===== src/rtl/prio_irq_pkg.sv =====
package prio_irq_pkg;
  localparam int EXT_LEVELS = 24;
  localparam int GRP_SIZE   = 6;
  localparam int GRP1_FIRST = 12;
  localparam int GRP2_FIRST = GRP1_FIRST + GRP_SIZE;
  localparam int LEVELS     = EXT_LEVELS + 3;
  localparam int IDX_W      = $clog2(LEVELS);
  localparam int IDX_INT    = 0;
  localparam int IDX_EXT0   = 1;
  localparam int IDX_TRACE  = EXT_LEVELS + 1;
  localparam int IDX_CE     = EXT_LEVELS + 2;

  // Fixed word address of each level's forced branch.
  function automatic int vector_of(input int idx, input int base);
    if (idx == IDX_INT)        return base;
    else if (idx == IDX_TRACE) return base + 1;
    else if (idx == IDX_CE)    return base + 2;
    else                       return base + 3 + (idx - IDX_EXT0);
  endfunction
endpackage


===== src/rtl/irq_first_set.sv =====
module irq_first_set #(
  parameter int N = 27,
  parameter int W = $clog2(N)
) (
  input  logic [N-1:0] vec,
  output logic         found,
  output logic [W-1:0] idx
);
  // Lowest set index wins: scan downward so the last hit is the lowest.
  always_comb begin
    found = 1'b0;
    idx   = '0;
    for (int i = N - 1; i >= 0; i--) begin
      if (vec[i]) begin
        found = 1'b1;
        idx   = W'(i);
      end
    end
  end
endmodule


===== src/rtl/irq_req_gate.sv =====
module irq_req_gate
  import prio_irq_pkg::*;
#(
  parameter bit GRP1_EN = 1'b1,
  parameter bit GRP2_EN = 1'b1
) (
  input  logic                  int_req,
  input  logic [EXT_LEVELS-1:0] ext_req,
  input  logic                  trace_req,
  input  logic                  ce_req,
  input  logic                  sample,
  input  logic                  block_ext,
  output logic [LEVELS-1:0]     cand
);
  assign cand[IDX_INT]   = sample & int_req;
  assign cand[IDX_TRACE] = sample & trace_req;
  assign cand[IDX_CE]    = sample & ce_req;

  for (genvar g = 0; g < EXT_LEVELS; g++) begin : g_ext
    localparam logic LVL_ON = (g >= GRP2_FIRST) ? GRP2_EN :
                              (g >= GRP1_FIRST) ? GRP1_EN : 1'b1;
    assign cand[IDX_EXT0+g] = sample & ~block_ext & ext_req[g] & LVL_ON;
  end
endmodule


===== src/rtl/irq_active_set.sv =====
module irq_active_set
  import prio_irq_pkg::*;
(
  input  logic              clk,
  input  logic              rst,
  input  logic              ret,
  input  logic              set_en,
  input  logic [IDX_W-1:0]  set_idx,
  output logic [LEVELS-1:0] active_q,
  output logic              rem_found,
  output logic [IDX_W-1:0]  rem_idx
);
  logic              top_found;
  logic [IDX_W-1:0]  top_idx;
  logic [LEVELS-1:0] remaining;
  logic [LEVELS-1:0] active_d;

  irq_first_set #(.N(LEVELS), .W(IDX_W)) u_top (
    .vec(active_q), .found(top_found), .idx(top_idx)
  );

  // A return drops the highest-priority level in service before any grant.
  always_comb begin
    remaining = active_q;
    if (ret && top_found) remaining[top_idx] = 1'b0;
  end

  irq_first_set #(.N(LEVELS), .W(IDX_W)) u_rem (
    .vec(remaining), .found(rem_found), .idx(rem_idx)
  );

  always_comb begin
    active_d = remaining;
    if (set_en) active_d[set_idx] = 1'b1;
  end

  always_ff @(posedge clk) begin
    if (rst) active_q <= '0;
    else     active_q <= active_d;
  end


  ret_drops_one_chk: assert property (@(posedge clk) disable iff (rst)
    (ret && top_found && !set_en) |=>
      ($countones(active_q) == $past($countones(active_q)) - 1));


  ret_drops_top_chk: assert property (@(posedge clk) disable iff (rst)
    (ret && top_found && !set_en) |=> !active_q[$past(top_idx)]);


  idle_ret_chk: assert property (@(posedge clk) disable iff (rst)
    (ret && active_q == '0 && !set_en) |=> (active_q == '0));
endmodule


===== src/rtl/prio_irq_ctrl.sv =====
module prio_irq_ctrl
  import prio_irq_pkg::*;
#(
  parameter int VEC_W    = 16,
  parameter int VEC_BASE = 8,
  parameter bit GRP1_EN  = 1'b1,
  parameter bit GRP2_EN  = 1'b1
) (
  input  logic                  clk,
  input  logic                  rst,
  input  logic                  int_req,
  input  logic [EXT_LEVELS-1:0] ext_req,
  input  logic                  trace_req,
  input  logic                  ce_req,
  input  logic                  insn_end,
  input  logic                  end_was_xio,
  input  logic                  end_was_bsi,
  input  logic                  branch_done,
  input  logic                  branch_bo,
  output logic                  take_irq,
  output logic [VEC_W-1:0]      vector,
  output logic [IDX_W-1:0]      grant_level,
  output logic [LEVELS-1:0]     active
);
  logic              block_ext;
  logic              ret;
  logic [LEVELS-1:0] cand;
  logic              pend_found;
  logic [IDX_W-1:0]  pend_idx;
  logic              rem_found;
  logic [IDX_W-1:0]  rem_idx;
  logic              accept;

  assign block_ext = end_was_xio | end_was_bsi;
  assign ret       = branch_done & branch_bo;

  irq_req_gate #(.GRP1_EN(GRP1_EN), .GRP2_EN(GRP2_EN)) u_gate (
    .int_req(int_req), .ext_req(ext_req), .trace_req(trace_req),
    .ce_req(ce_req), .sample(insn_end), .block_ext(block_ext), .cand(cand)
  );

  irq_first_set #(.N(LEVELS), .W(IDX_W)) u_pend (
    .vec(cand), .found(pend_found), .idx(pend_idx)
  );

  irq_active_set u_active (
    .clk(clk), .rst(rst), .ret(ret), .set_en(accept), .set_idx(pend_idx),
    .active_q(active), .rem_found(rem_found), .rem_idx(rem_idx)
  );

  assign accept = pend_found && (!rem_found || (pend_idx < rem_idx));

  always_ff @(posedge clk) begin
    if (rst) begin
      take_irq    <= 1'b0;
      vector      <= '0;
      grant_level <= '0;
    end else begin
      take_irq <= accept;
      if (accept) begin
        grant_level <= pend_idx;
        vector      <= VEC_W'(vector_of(int'(pend_idx), VEC_BASE));
      end
    end
  end

  // Levels at or above the granted one, for the ranking check below.
  logic [LEVELS-1:0] at_or_above;
  always_comb begin
    for (int i = 0; i < LEVELS; i++) at_or_above[i] = (i <= int'(grant_level));
  end


  grant_marked_chk: assert property (@(posedge clk) disable iff (rst)
    take_irq |-> active[grant_level]);


  outranks_chk: assert property (@(posedge clk) disable iff (rst)
    take_irq |-> ($countones(active & at_or_above) == 1));


  boundary_only_chk: assert property (@(posedge clk) disable iff (rst)
    !$past(insn_end) |-> !take_irq);


  ext_blocked_chk: assert property (@(posedge clk) disable iff (rst)
    (take_irq && $past(insn_end && block_ext)) |->
      !((int'(grant_level) >= IDX_EXT0) && (int'(grant_level) < IDX_TRACE)));
endmodule


===== config.mk =====
export PLATFORM = sky130hd
export DESIGN_NAME = prio_irq_ctrl
export DESIGN_NICKNAME = d
export VERILOG_FILES = /design/src/rtl/prio_irq_pkg.sv /design/src/rtl/irq_first_set.sv /design/src/rtl/irq_req_gate.sv /design/src/rtl/irq_active_set.sv /design/src/rtl/prio_irq_ctrl.sv
export SDC_FILE = /design/constraint.sdc
export NUM_CORES = 1
export LEC_CHECK = 0
export CORE_MARGIN = 8
export CORE_UTILIZATION = 47
export CTS_BUF_LIST = sky130_fd_sc_hd__clkbuf_4
export DETAILED_ROUTE_END_ITERATION = 8
export PLACE_DENSITY = 0.79
export SETUP_SLACK_MARGIN = 0.1
export SKIP_CTS_REPAIR_TIMING = 1
export SLEW_MARGIN = 20
export SYNTH_ARGS = -nofsm -noshare
export SYNTH_HDL_FRONTEND = slang
export SYNTH_SLANG_ARGS = --single-unit

===== constraint.sdc =====
create_clock -name clk -period 4.35 [get_ports clk]
set_input_delay 0.87 -clock clk [delete_from_list [all_inputs] [get_ports clk]]
set_output_delay 0.87 -clock clk [all_outputs]
set_load 0.01 [all_outputs]

==> flow_summary.toml, run 1 <==
[status]
status = "finished, violations left"
violations = "negative setup slack"

[die]
die_h_um = 102
die_x_um = 102
io_pins = 83
die_area_um2 = 10500
start_util_pct = 48.4
rows = 31
fp.coreArea_um2 = 7250

[detailed_routing]
vias_per_cell = 6.40
dr.pass1.iters = 5
routed_wl_um = 14500
vias = 4792
wl_per_cell_um = 19.3
drtIter0Drc = 398
ant_nets = 0
drc = 0

[cts]
ctsHtreeMaxLevel = 2
clockRootBuffer = "clkbuf_4"
cts_buffer_depth = 2
cts.sinks = 40
numCtsBuffers = 5
cts_tree = "done"
clk_latency_ns = 0.37
clkSlewWorstSetupHoldPaths_ns = 0.13

[timing]
period_needed_ns = 5.01
hold_viol = 0
rsz0062_at_grt = "true"
relSlewSlack_pct = 54.3
tightest_slew_ns = 0.685
timing.final.crit_share_pct = 115
setup_viol = 40
clock_skew_ns = 0.0145
fmax_mhz = 199
slew_viol_final = 0
setup_ws_ns = -0.664

[layout]
regArea_um2 = 815
nFillCells = 491
layout.cells.non_filler = 749
drive_gt1_share_pct = 32.5
final_common_cell = "buf_4"
final_cell_mix = "buf_4 (119), clkdlybuf4s50_1 (82), nand2_1 (45), nor2_1 (44), dfxtp_1 (33)"
layout.nets = 691
syn2layout_area_growth_pct = 62.1
multiInputGateArea_um2 = 2770
antenna_cells = 0

[placed_design]
io_buffers = 82
hpwl_um = 10800
place_congestion = 0.959
dpl.cell_count = 733
post-place-ws_ns = -0.730

[worst_setup_path]
endpoint_kind = "register"
critPathLaunchType = "register"
arrival_ns = 5.29
worstPathMaxFanout = 7
reg2reg_depth = 22
required_ns = 4.62
critPathLaunch = "u_active.active_q[0]$_SDFF_PP0_"
timing.rr.start = "u_active.active_q[0]$_SDFF_PP0_"
critPathKind = "reg -> reg"

[synth]
synth_area_um2 = 3510
synth_top_family_by_area = "compound AO/OA/AOI/OAI gates"
yosys.area_share.simple_pct = 30.1
synth_cell_types = 76
synth_compound_area_share_pct = 32.1
ys_seq_elements = 40
synth_edf_count = 0
synthAdderAreaFrac_pct = 3.46
syn_area_per_cell_um2 = 7.64
synth-xor-area-share_pct = 0.749
muxShareOfSynthArea_pct = 3.57
synth-async-reset-ratio_pct = 0
ys_warn_count = 0
synthesis.nets = 501
ys_seq_area_share_pct = 22.8
postSynthCellCount = 459
ys.flop_type = "dfxtp_1"

[power]
irDropWorstVdd_mv = 0.256
p_leak_nw = 2.24
p_per_area_nw_per_um2 = 268

[grt]
grt_pass1_vias = 4479
grt-ovfl-total = 0
antenna_found_initial = 0
grt_max_degree = 39
grt_pass1_wl_um = 21700
grtUsageTotal_pct = 25.5

[worst_hold_path]
min_path_type = "reg -> reg"
whs_path_depth = 2
worstHoldStart = "vector[0]$_SDFFE_PP0P_"

[flow_run]
max_cap_viol_count = 0
-- final cells by class --
cell class                 instances  area share (%)
inverter                          20            1.32
clock buffer                       5           0.660
tap                               99            2.18
timing repair buffer             207            32.0
sequential                        40            14.3
clock inverter                     3           0.792
multi-input combinational        375            48.8
-- layer usage --
layer | GRT usage [%] | routed length [µm]
met1 | 28.3 | 5450
met2 | 46.7 | 7150
met3 | 3.61 | 1130
met4 | 11.3 | 749
met5 | 0 | 0
-- state kept, by name, indices dropped and copies added, names as in the netlist --
signal,flops
grant_level,5
u_active.active_q,27
vector,7
take_irq,1
-- path summary, 6_finish.rpt --
kind	slack (ns)	endpoint
max	-0.66	u_active.active_q[10]$_SDFF_PP0_
min	0.48	vector[0]$_SDFFE_PP0P_
max reg2reg	-0.66	u_active.active_q[10]$_SDFF_PP0_
min reg2reg	0.48	vector[0]$_SDFFE_PP0P_
-- cells in the mapped netlist (3+ instances only) --
| cell | instances | area, µm² |
|---|---|---|
| nand2_1 | 45 | 169 |
| nor2_1 | 44 | 165 |
| dfxtp_1 | 40 | 801 |
| o31ai_1 | 22 | 165 |
| nand3_1 | 20 | 100 |
| a21oi_1 | 19 | 95.1 |
| o21ai_0 | 19 | 95.1 |
| inv_1 | 17 | 63.8 |
| o32ai_1 | 15 | 131 |
| nor4_1 | 11 | 68.8 |
| buf_4 | 9 | 67.6 |
| clkbuf_1 | 9 | 33.8 |
| nand2b_1 | 9 | 56.3 |
| nor2b_1 | 9 | 56.3 |
| o211ai_1 | 9 | 67.6 |
| o22ai_1 | 9 | 56.3 |
| a31oi_1 | 8 | 50.1 |
| ha_1 | 8 | 100 |
| mux2i_1 | 8 | 80.1 |
| nand4_1 | 8 | 50.1 |
| nor3_1 | 8 | 40.0 |
| o31a_1 | 8 | 70.1 |
| or4_1 | 8 | 60.1 |
| buf_6 | 6 | 67.6 |
| or3_1 | 6 | 37.5 |
| nor3b_1 | 5 | 37.5 |
| a211oi_1 | 4 | 30.0 |
| mux2_2 | 4 | 45.0 |
| a21o_1 | 3 | 22.5 |
| o2111ai_1 | 3 | 26.3 |
| o21ai_1 | 3 | 15.0 |
| o311ai_0 | 3 | 26.3 |
| or2_2 | 3 | 18.8 |
| xnor2_1 | 3 | 26.3 |
-- report_power, final --
group          internal [mW]  total, mW  switching (mW)
clock network          0.123      0.265           0.141
registers              0.394      0.413          0.0198
logic                  0.419      0.846           0.427
-- worst max-delay path, stage by stage (launching register included) --
cell and delay, ns:
dfxtp_2 0.35, or4_4 0.58, or4_4 0.62, nor4b_4 0.26, o21ai_2 0.11, maj3_2 0.33
o211ai_1 0.25, nand3_1 0.15, a21oi_2 0.16, o21ai_1 0.07, a31o_2 0.22, ha_4 0.16
a21oi_2 0.14, nor2b_1 0.07, o21ai_1 0.14, nand2b_1 0.11, a21oi_2 0.13, a31oi_2 0.12
a211oi_2 0.17, o21a_2 0.24, o21ai_4 0.12, buf_12 0.18, o32ai_2 0.24
-- through the flow --
step	utilization, %	hold WS, ns	cell area (µm²)	TNS, ns	power (mW)
2_1_floorplan	-	0.482	3630	-8.37	0.825
3_3_place_gp	73.1	0.447	5300	-17.26	1.12
3_5_place_dp	73.1	0.458	5300	-25.36	1.14
4_1_cts	74.2	0.478	5380	-21.46	1.39
5_1_grt	78.4	0.498	5690	-29.24	1.60
6_report	78.4	0.478	5690	-21.93	1.52
-- kinds of logic after synthesis --
kind of cell / after synthesis
AND/OR/NAND/NOR: 197
multiplexers: 12
adder cells (fa/ha/maj): 10
flip-flops: 40
buffers and inverters: 45
XOR/XNOR: 3
AO/OA/AOI/OAI: 152
No activity file was read; power rests on OpenSTA's default activity.
==> run 2, diff against run 1 <==
SKIP_CTS_REPAIR_TIMING = unset   (was 1)
==> flow_summary.toml, run 2 (same netlist as run 1, synthesis figures left out) <==
[timing]
slew_viol_final = 0
clock_skew_ns = 0.0169
period_needed_ns = 5.21
rsz0062_at_grt = "true"
setup_viol = 40
fin_setup_tns_ns = -30.44
fmax_mhz = 192
relSlewSlack_pct = 51.2
holdWs_ns = 0.478
tightest_slew_ns = 0.732
setup_ws_ns = -0.863
timing.final.crit_share_pct = 120
hold_viol = 0

[cts]
cts_hold_buf = 0
numCtsBuffers = 5
cts_tree = "done"
clkSlewWorstSetupHoldPaths_ns = 0.15
cts_buffer_depth = 2
cts.sinks = 40
clk_latency_ns = 0.37
ctsHtreeMaxLevel = 2
clockRootBuffer = "clkbuf_4"

[detailed_routing]
dr.pass1.iters = 5
vias = 4987
ant_nets = 0
wl_per_cell_um = 20.6
vias_per_cell = 6.55
drc = 0
drtIter0Drc = 595
routed_wl_um = 15700

[power]
p_switching_mw = 0.615
p_clk_share_pct = 17.1
power.share.sequential_pct = 26.3
switching_share_pct = 39.0
p_int_mw = 0.960
irDropWorstVdd_mv = 0.295
combPwrFrac_pct = 56.6
finalPower_mw = 1.58
p_per_area_nw_per_um2 = 271
p_leak_nw = 2.29

[layout]
final_cell_mix = "buf_4 (130), clkdlybuf4s50_1 (82), nand2_1 (45), nor2_1 (43), dfxtp_1 (32)"
top_register = "u_active.active_q"
fin_area_um2 = 5810
layout.nets = 703
reg.largest.list = "u_active.active_q (27), vector (7), grant_level (5)"
multiInputGateArea_um2 = 2780
final_common_cell = "buf_4"
nFillCells = 469
regArea_um2 = 816
antenna_cells = 0
syn2layout_area_growth_pct = 65.8
drive_gt1_share_pct = 33.8
largest_reg_flops = 27
layout.cells.non_filler = 761

[placed_design]
io_buffers = 82
dpl.cell_count = 733
place_congestion = 0.959
place_area_um2 = 5300
hpwl_um = 10800

[die]
die_area_um2 = 10500
fp.coreArea_um2 = 7250
die_x_um = 102
die_h_um = 102
start_util_pct = 48.4
io_pins = 83
rows = 31

[worst_setup_path]
worstPathCellList = "or4_4 > or4_4 > buf_4 > buf_4 > o31ai_1 > and4bb_2 > a21oi_1 > nor2_1 > o21bai_1 > ha_1 > a21oi_2 > nor2b_1 > o21ai_1 > nand2b_1 > a21oi_2 > a31oi_2 > a211oi_2 > o21a_1 > o21ai_4 > buf_12 > buf_12 > o32ai_4"
critPathKind = "reg -> reg"
cp_top_family = "compound AO/OA/AOI/OAI gates"
worstPathMaxFanout = 13
critical_path_buf_inv_count = 4
endpoint_kind = "register"
cpMaxStageDelayCell = "or4_4"
critPathLaunchType = "register"
arrival_ns = 5.49
critPathMaxStageDelay_ns = 0.61
required_ns = 4.63

[grt]
grt_pass1_wl_um = 22800
grt_max_degree = 39
antenna_found_initial = 0
grt_pass1_vias = 4707
grtUsageTotal_pct = 26.7
grt-ovfl-total = 0

[worst_hold_path]
min_path_type = "reg -> reg"

[flow_run]
max_cap_viol_count = 0

[status]
violations = "negative setup slack"
status = "finished, violations left"
[run 2: changes by cell type in the layout (fill, tap and decap cells not counted), moves of 2 or more]
cell,previous run,this run
buf_12,1,3
o21ai_1,7,5
o21ai_0,14,16
buf_8,0,2
buf_4,119,130
[run 2: worst min-delay path: stages (launching register included)]
cell	delay (ns)
dfxtp_1	0.34
nand2_1	0.05
mux2i_1	0.05
[run 2: through the flow]
| step | setup WS [ns] | util, % |
|---|---|---|
| 5_1_grt | -1.12 | 80.2 |
| 6_report | -0.863 | 80.2 |
| 3_5_place_dp | -0.730 | 73.1 |
| 4_1_cts | -0.441 | 77.5 |
| 2_1_floorplan | -0.265 | - |
| 3_3_place_gp | -0.482 | 73.1 |
[run 2: path summary, 6_finish.rpt]
check / start / end / slack [ns] / cells after the start
max reg2reg: u_active.active_q[15]$_SDFF_PP0_ / u_active.active_q[12]$_SDFF_PP0_ / -0.86 / 22
max: u_active.active_q[15]$_SDFF_PP0_ / u_active.active_q[12]$_SDFF_PP0_ / -0.86 / 22
min: vector[0]$_SDFFE_PP0P_ / vector[0]$_SDFFE_PP0P_ / 0.48 / 2
min reg2reg: vector[0]$_SDFFE_PP0P_ / vector[0]$_SDFFE_PP0P_ / 0.48 / 2
[run 2: power groups by stage]
stage | registers [mW] | clock network [mW] | logic [mW]
finish | 0.414 | 0.269 | 0.892
global placement | 0.419 | 0 | 0.699
global route | 0.417 | 0.296 | 0.934
CTS | 0.412 | 0.261 | 0.794
detailed placement | 0.421 | 0 | 0.717
floorplan | 0.433 | 0 | 0.392
[run 2: area by class of cell]
cell class / instances / share of cell area (%)
repair buffers: 220 / 33.3
clock inverters: 3 / 0.775
well taps: 99 / 2.13
inverters: 20 / 1.29
flip-flops and latches: 40 / 14.0
clock buffers: 5 / 0.646
multi-input cells: 374 / 47.9
[run 2: repair_timing]
action	4_1_cts	5_1_grt
setup endpoints to repair	40	40
buffers inserted	16	4
pin swaps	11	17
cloned	1	1
gates resized for setup	15	28
[run 2: routing by layer]
metal | global-route usage [%] | share of wire (%)
met1 | 29.3 | 36
met2 | 48.7 | 48
met3 | 3.75 | 9.2
met4 | 13.4 | 6.5
met5 | 0 | 0
